$ cat src/rtl/supv_pkg.sv
package supv_pkg;

    typedef enum logic [1:0] {
        HOLD_S0 = 2'd0,
        HOLD_S1 = 2'd1,
        HOLD_S2 = 2'd2,
        HOLD_S3 = 2'd3
    } hold_sel_e;

    // Maps an internal active state onto a pin of the chosen polarity.
    function automatic logic pin_drive(input logic act, input logic pol);
        return pol ? act : !act;
    endfunction

endpackage

$ cat src/rtl/supv_qualifier.sv
module supv_qualifier #(
    parameter int CW = 4
) (
    input  logic          clk_i,
    input  logic          rst_ni,
    input  logic          stb_i,
    input  logic          raw_i,
    input  logic [CW-1:0] need_i,
    output logic          qual_o
);

    typedef struct packed {
        logic          qual;
        logic [CW-1:0] cnt;
    } st_t;

    st_t st_d, st_q;
    logic [CW-1:0] lim;

    always_comb begin
        st_d = st_q;
        lim  = (need_i == '0) ? CW'(1) : need_i;
        if (stb_i) begin
            if (raw_i == st_q.qual) begin
                st_d.cnt = '0;
            end else if (({1'b0, st_q.cnt} + {{CW{1'b0}}, 1'b1}) >= {1'b0, lim}) begin
                st_d.qual = raw_i;
                st_d.cnt  = '0;
            end else begin
                st_d.cnt = st_q.cnt + CW'(1);
            end
        end
    end

    always_ff @(posedge clk_i or negedge rst_ni) begin
        if (!rst_ni) st_q <= '0;
        else         st_q <= st_d;
    end

    assign qual_o = st_q.qual;

    // no strobe, no change of the qualified state
    assert_change_on_strobe_R1: assert property (@(posedge clk_i) disable iff (!rst_ni)
        !stb_i |=> $stable(st_q.qual));

endmodule

$ cat src/rtl/supv_rst_timer.sv
module supv_rst_timer import supv_pkg::*; #(
    parameter int T0 = 2,
    parameter int T1 = 150,
    parameter int T2 = 300,
    parameter int T3 = 600
) (
    input  logic      clk_i,
    input  logic      rst_ni,
    input  logic      src_i,
    input  hold_sel_e sel_i,
    output logic      act_o
);

    localparam int TM01 = (T0 > T1) ? T0 : T1;
    localparam int TM23 = (T2 > T3) ? T2 : T3;
    localparam int TMAX = (TM01 > TM23) ? TM01 : TM23;
    localparam int TW   = $clog2(TMAX + 1);

    typedef struct packed {
        logic          act;
        logic [TW-1:0] cnt;
    } st_t;

    st_t st_d, st_q;
    logic [TW-1:0] last;

    always_comb begin
        case (sel_i)
            HOLD_S0: last = TW'(T0 - 1);
            HOLD_S1: last = TW'(T1 - 1);
            HOLD_S2: last = TW'(T2 - 1);
            default: last = TW'(T3 - 1);
        endcase
    end

    always_comb begin
        st_d = st_q;
        if (src_i) begin
            st_d.act = 1'b1;
            st_d.cnt = '0;
        end else if (st_q.act) begin
            if (st_q.cnt >= last) st_d.act = 1'b0;
            else                  st_d.cnt = st_q.cnt + TW'(1);
        end
    end

    always_ff @(posedge clk_i or negedge rst_ni) begin
        if (!rst_ni) st_q <= '{act: 1'b1, cnt: '0};
        else         st_q <= st_d;
    end

    assign act_o = st_q.act;

    // a present reset source holds reset on the following clock
    assert_src_holds_rst_R4: assert property (@(posedge clk_i) disable iff (!rst_ni)
        src_i |=> st_q.act);

    // release happens only from a cleared source set
    assert_release_needs_quiet_R4: assert property (@(posedge clk_i) disable iff (!rst_ni)
        (st_q.act && src_i) |=> st_q.act);

endmodule

$ cat src/rtl/supv_irq_latch.sv
module supv_irq_latch (
    input  logic clk_i,
    input  logic rst_ni,
    input  logic src_i,
    input  logic clr_i,
    output logic irq_o
);

    logic irq_d, irq_q;

    always_comb begin
        irq_d = irq_q;
        if (src_i)      irq_d = 1'b1;
        else if (clr_i) irq_d = 1'b0;
    end

    always_ff @(posedge clk_i or negedge rst_ni) begin
        if (!rst_ni) irq_q <= 1'b0;
        else         irq_q <= irq_d;
    end

    assign irq_o = irq_q;

    // an enabled fault sets the latch, even against a clear
    assert_fault_sets_irq_R6: assert property (@(posedge clk_i) disable iff (!rst_ni)
        src_i |=> irq_q);

    // without a clear the latch keeps its set state
    assert_irq_holds_R6: assert property (@(posedge clk_i) disable iff (!rst_ni)
        (irq_q && !clr_i) |=> irq_q);

endmodule

$ cat src/rtl/supv_fault_rst.sv
module supv_fault_rst import supv_pkg::*; #(
    parameter int NCH     = 4,
    parameter int DB_W    = 4,
    parameter int HOLD_T0 = 2,
    parameter int HOLD_T1 = 150,
    parameter int HOLD_T2 = 300,
    parameter int HOLD_T3 = 600,
    localparam int NSRC   = 2 * NCH + 2
) (
    input  logic            clk_i,
    input  logic            rst_ni,
    input  logic            conv_stb_i,
    input  logic [NCH-1:0]  uv_raw_i,
    input  logic [NCH-1:0]  ov_raw_i,
    input  logic            vdd_low_i,
    input  logic            ctl_low_i,
    input  logic            man_rst_i,
    input  logic            irq_clr_i,
    input  logic            pwr_down_i,
    input  logic [DB_W-1:0] need_i,
    input  logic [1:0]      hold_sel_i,
    input  logic [NSRC-1:0] mask_hlt_i,
    input  logic [NSRC-1:0] mask_irq_i,
    input  logic [NSRC-1:0] mask_rst_i,
    input  logic [NSRC-1:0] mask_fs_i,
    input  logic [NSRC-1:0] mask_off_i,
    input  logic            pol_hlt_i,
    input  logic            pol_irq_i,
    input  logic            pol_rst_i,
    output logic            healthy_o,
    output logic            irq_o,
    output logic            rst_o,
    output logic            fs_req_o,
    output logic            off_req_o
);

    typedef struct packed {
        logic hlt;
        logic fs;
        logic off;
    } outs_t;

    logic [NSRC-1:0] src_raw;
    logic [NSRC-1:0] qual;
    logic            flt_hlt, flt_irq, flt_rst, flt_fs, flt_off;
    logic            rst_src, irq_act, rst_act;
    outs_t           o_d, o_q;

    // source order: UV channels, OV channels, device lockout, control lockout
    assign src_raw = {ctl_low_i, vdd_low_i, ov_raw_i, uv_raw_i};

    for (genvar g = 0; g < NSRC; g++) begin : g_qual
        supv_qualifier #(.CW(DB_W)) u_qual (
            .clk_i  (clk_i),
            .rst_ni (rst_ni),
            .stb_i  (conv_stb_i),
            .raw_i  (src_raw[g]),
            .need_i (need_i),
            .qual_o (qual[g])
        );
    end

    assign flt_hlt = |(qual & mask_hlt_i);
    assign flt_irq = |(qual & mask_irq_i);
    assign flt_rst = |(qual & mask_rst_i);
    assign flt_fs  = |(qual & mask_fs_i);
    assign flt_off = |(qual & mask_off_i);
    assign rst_src = flt_rst || man_rst_i;

    always_comb begin
        o_d     = o_q;
        o_d.hlt = !pwr_down_i && !flt_hlt;
        o_d.fs  = flt_fs;
        o_d.off = flt_off;
    end

    always_ff @(posedge clk_i or negedge rst_ni) begin
        if (!rst_ni) o_q <= '0;
        else         o_q <= o_d;
    end

    supv_irq_latch u_irq (
        .clk_i  (clk_i),
        .rst_ni (rst_ni),
        .src_i  (flt_irq),
        .clr_i  (irq_clr_i),
        .irq_o  (irq_act)
    );

    supv_rst_timer #(
        .T0 (HOLD_T0),
        .T1 (HOLD_T1),
        .T2 (HOLD_T2),
        .T3 (HOLD_T3)
    ) u_rst (
        .clk_i  (clk_i),
        .rst_ni (rst_ni),
        .src_i  (rst_src),
        .sel_i  (hold_sel_e'(hold_sel_i)),
        .act_o  (rst_act)
    );

    assign healthy_o = pin_drive(o_q.hlt, pol_hlt_i);
    assign irq_o     = pin_drive(irq_act, pol_irq_i);
    assign rst_o     = pin_drive(rst_act, pol_rst_i);
    assign fs_req_o  = o_q.fs;
    assign off_req_o = o_q.off;

    // power-down drops health on the next clock
    assert_pwrdown_drops_hlt_R3: assert property (@(posedge clk_i) disable iff (!rst_ni)
        pwr_down_i |=> !o_q.hlt);

    // a routed qualified fault drops health on the next clock
    assert_fault_drops_hlt_R2: assert property (@(posedge clk_i) disable iff (!rst_ni)
        flt_hlt |=> !o_q.hlt);

    // shutdown request follows its routed faults one clock later
    assert_fs_follows_R9: assert property (@(posedge clk_i) disable iff (!rst_ni)
        flt_fs |=> fs_req_o);

    // power-off request is low one clock after its routed faults clear
    assert_off_quiet_R9: assert property (@(posedge clk_i) disable iff (!rst_ni)
        !flt_off |=> !off_req_o);

endmodule

$ cat config.mk
export PLATFORM = sky130hd
export DESIGN_NAME = supv_fault_rst
export DESIGN_NICKNAME = d
export VERILOG_FILES = /design/src/rtl/supv_pkg.sv /design/src/rtl/supv_qualifier.sv /design/src/rtl/supv_rst_timer.sv /design/src/rtl/supv_irq_latch.sv /design/src/rtl/supv_fault_rst.sv
export SDC_FILE = /design/constraint.sdc
export NUM_CORES = 1
export LEC_CHECK = 0
export ABC_AREA = 1
export ABC_CLOCK_PERIOD_IN_PS = 2100
export BUFFER_PORTS_ARGS = -buffer_cell sky130_fd_sc_hd__buf_4
export CAP_MARGIN = 20
export CELL_PAD_IN_SITES_DETAIL_PLACEMENT = 1
export CELL_PAD_IN_SITES_GLOBAL_PLACEMENT = 2
export CORE_MARGIN = 1
export CORE_UTILIZATION = 30
export DETAILED_ROUTE_END_ITERATION = 10
export HOLD_SLACK_MARGIN = 0.05
export PLACE_DENSITY = 0.77
export SLEW_MARGIN = 25
export SYNTH_ARGS = -nofsm -noshare
export SYNTH_HDL_FRONTEND = slang
export SYNTH_SLANG_ARGS = --single-unit
$ cat constraint.sdc
create_clock -name clk_i -period 2.1 [get_ports clk_i]
set_input_delay 0.21 -clock clk_i [delete_from_list [all_inputs] [get_ports clk_i]]
set_output_delay 0.21 -clock clk_i [all_outputs]
set_load 0.1 [all_outputs]
==> flow_summary.yaml <==
status:
  status: "finished clean"
synthesis:
  synth_cell_types: 32
  synth_top_family_by_area: "simple AND/OR/NAND/NOR gates"
  synth_compound_area_frac: 0.143
  muxShareOfSynthArea: 0
  synth_edf_count: 0
  synth_xor_area_frac: 0.0247
  synth.ff_latch_count: 65
  syn_nets: 823
  synth_top_area_share: 0.323
  yosysWarnings: 0
  synth_fa_ha_area_frac: 0.124
  synth_area_leaders: "dfrtp_1 32%, nand2_1 17%, ha_1 12%"
  synth_simple_gate_area_share: 0.275
  async_reset_ff_frac: 1.00
  synth_area_mm2: 0.00495
  synthCells: 699
  yosysTopAreaCell: "dfrtp_1"
  ys_seq_area_frac: 0.329
  avgSynthCellArea_um2: 7.09
  synthFlopType: "dfrtp_1"
pwr:
  vdd_drop_max_uv: 430
  clkPwrFrac: 0.259
  p_per_area_mw_per_mm2: 926
  power.internal_w: 0.00347
  p_seq_frac: 0.331
  swShare: 0.402
  leakage_nw: 3.34
  power_w: 0.00580
  p_switching_w: 0.00233
  pwr-share-comb: 0.410
routing:
  drc_errors: 0
  first_iter_violations: 210
  wl_per_cell_um: 15.2
  routed_via_density: 4.87
  firstDrtPassIters: 4
  ant_nets: 0
  vias: 4985
  drt-total-wl_um: 15600
cells_and_area:
  nets: 926
  final_common_cell: "nand2_1"
  fin_util: 0.392
  diodes: 0
  area_growth_pct: 26.5
  final_layout_size_suffix_gt1_frac: 0.171
  mostFrequentLayoutCells: "226 x nand2_1, 116 x inv_1, 103 x buf_4"
clocking:
  cts_tree: "done"
  tritoncts.num_buffers: 9
  cts-root-buf: "clkbuf_16"
  clock_latency_ps: 340
  cts.clk_slew.worst_paths_ps: 50
  post_cts_resized: 0
  htreeDepth: 3
  clkSinkCount: 65
  clock_path_buffers: 2
setup_path:
  crit_family: "adder cells"
  r2r_cells: 9
  start_kind: "flip-flop"
  critical_path_required_ps: 2360
  critPathBufInv: 1
  slowest_stage: "dfrtp_1"
  cp.depth: 9
  crit_chain: "ha_1 > xor2_1 > ha_1 > nand2_1 > nand2_1 > nand3_1 > nand4_1 > buf_4 > o21ai_0"
  worstSetupEndpointType: "flip-flop"
  crit_path_max_incr_delay_ps: 380
  worstPathArrival_ps: 2140
  path_max_fanout: 3
  path_class: "flip-flop to flip-flop"
timing:
  skew_ps: 5.52
  fin_crit_sh: 0.897
  period_needed_ps: 1880
  setup_tns_ps: 0
  setup_viol: 0
  fmax_mhz: 531
  setup_ws_ps: 215
  rsz0062_at_grt: "no"
  slew-limit-headroom: 0.584
  hold_viol: 0
  slew_violations: 0
  tightestPinTransition_ps: 624
floorplanning:
  dieArea_mm2: 0.0170
  chipWidth_um: 131
  dieHeight_um: 131
  io_pins: 80
  core_area_mm2: 0.0160
  rows: 46
  initial_core_util: 0.310
run:
  drv_cap: 0
place:
  pre_cts_slack_ps: 96.5
  gp_congestion: 0.796
  io_buffers: 79
  hpwl_um: 12100
global_routing:
  grt_pass1_wl_um: 25700
  grt_pass1_vias: 5166
  grt_use_total: 0.196
  overflow: 0
  antenna_found_initial: 0
  grt_max_degree: 36
hold_path:
  whs_path_depth: 3
  hp-class: "input pin to flip-flop"
[registers in the layout (all words and copies together), names as in the netlist]
signal and cells:
u_irq.irq_o 1, off_req_o 1, g_qual.u_qual.qual_o 10, u_rst.st_q 10
g_qual.u_qual.st_q 40, fs_req_o 1, o_q 1, u_rst.act_o 1
[area by class of cell]
type                    instances  area (um2)
well taps                     216         270
inverters                     119         447
fillers                      2068        9730
multi-input cells             502        2830
repair buffers                105         803
clock inverters                 3        40.0
clock buffers                  13         250
flip-flops and latches         65        1630
[synthesized netlist by cell type (2+ instances only)]
cell and instances:
nor3b_1 2, ha_1 49, a21oi_1 24, o22ai_1 21, nor2_1 20, xor2_1 11
nand2_2 2, clkbuf_1 5, a221oi_1 6, o21ai_0 39, a22o_1 4, nand3_2 3
a31o_2 8, inv_2 2, dfrtp_1 64, buf_2 5, nand4_1 15, a21boi_0 9
o21bai_1 4, buf_6 2, nand3_1 51, xnor2_1 3, nand2_1 226, inv_1 116
[path summary, 6_finish.rpt]
| kind | from | endpoint | slack, ps |
|---|---|---|---|
| setup / recovery | g_qual[9].u_qual.st_q[0] | g_qual[9].u_qual.st_q[3] | 220 |
| hold / removal | mask_fs_i[3] | fs_req_o | 110 |
| setup reg to reg | g_qual[9].u_qual.st_q[0] | g_qual[9].u_qual.st_q[3] | 220 |
| hold reg to reg | g_qual[9].u_qual.st_q[1] | g_qual[9].u_qual.st_q[1] | 520 |
| max in group asynchronous | rst_ni | u_rst.act_o | 1100 |
| min in group asynchronous | rst_ni | o_q[2] | 380 |
[cell families (layout without fill, tap and decap cells)]
| group | Yosys count | after routing |
|---|---|---|
| and+or+nand+nor | 323 | 323 |
| buffers and inverters | 132 | 240 |
| AOI/OAI and AO/OA | 116 | 116 |
| DFF | 65 | 65 |
| adders and majority gates | 49 | 49 |
| xor gates and xnor gates | 14 | 14 |
[through the flow]
stage          cell area, um2  hold slack, ps  instances
2_1_floorplan            4980           -85.6        699
3_3_place_gp             5950             199       1004
3_5_place_dp             5950             199       1004
4_1_cts                  6250             107       1021
5_1_grt                  6270             118       1023
6_report                 6270             111       1023
[timing repair]
| item | CTS | global route |
|---|---|---|
| endpoints found under the hold margin | 30 | 0 |
| hold buffers | 1 | 0 |
| setup endpoints to repair | 0 | 1 |
| setup buffers | 0 | 2 |
[layer usage]
metal  part of all wire  GRT usage
met5                  0          0
met4              0.013     0.0514
met3              0.053     0.0428
met1               0.48      0.252
met2               0.46      0.332
[power by group through the flow]
stage	Clock, W	Combinational, W	Sequential (W)
after floorplan	0	0.00155	0.00185
after global placement	0	0.00225	0.00193
after detailed placement	0	0.00238	0.00194
after CTS	0.00156	0.00240	0.00192
after global routing	0.00159	0.00280	0.00197
final	0.00150	0.00238	0.00192
[tightest hold or removal path: stages]
cell and delay (ps):
buf_4 80, nand2_1 40, nand4_1 80
Note: power is estimated with default switching activity, not from simulation.
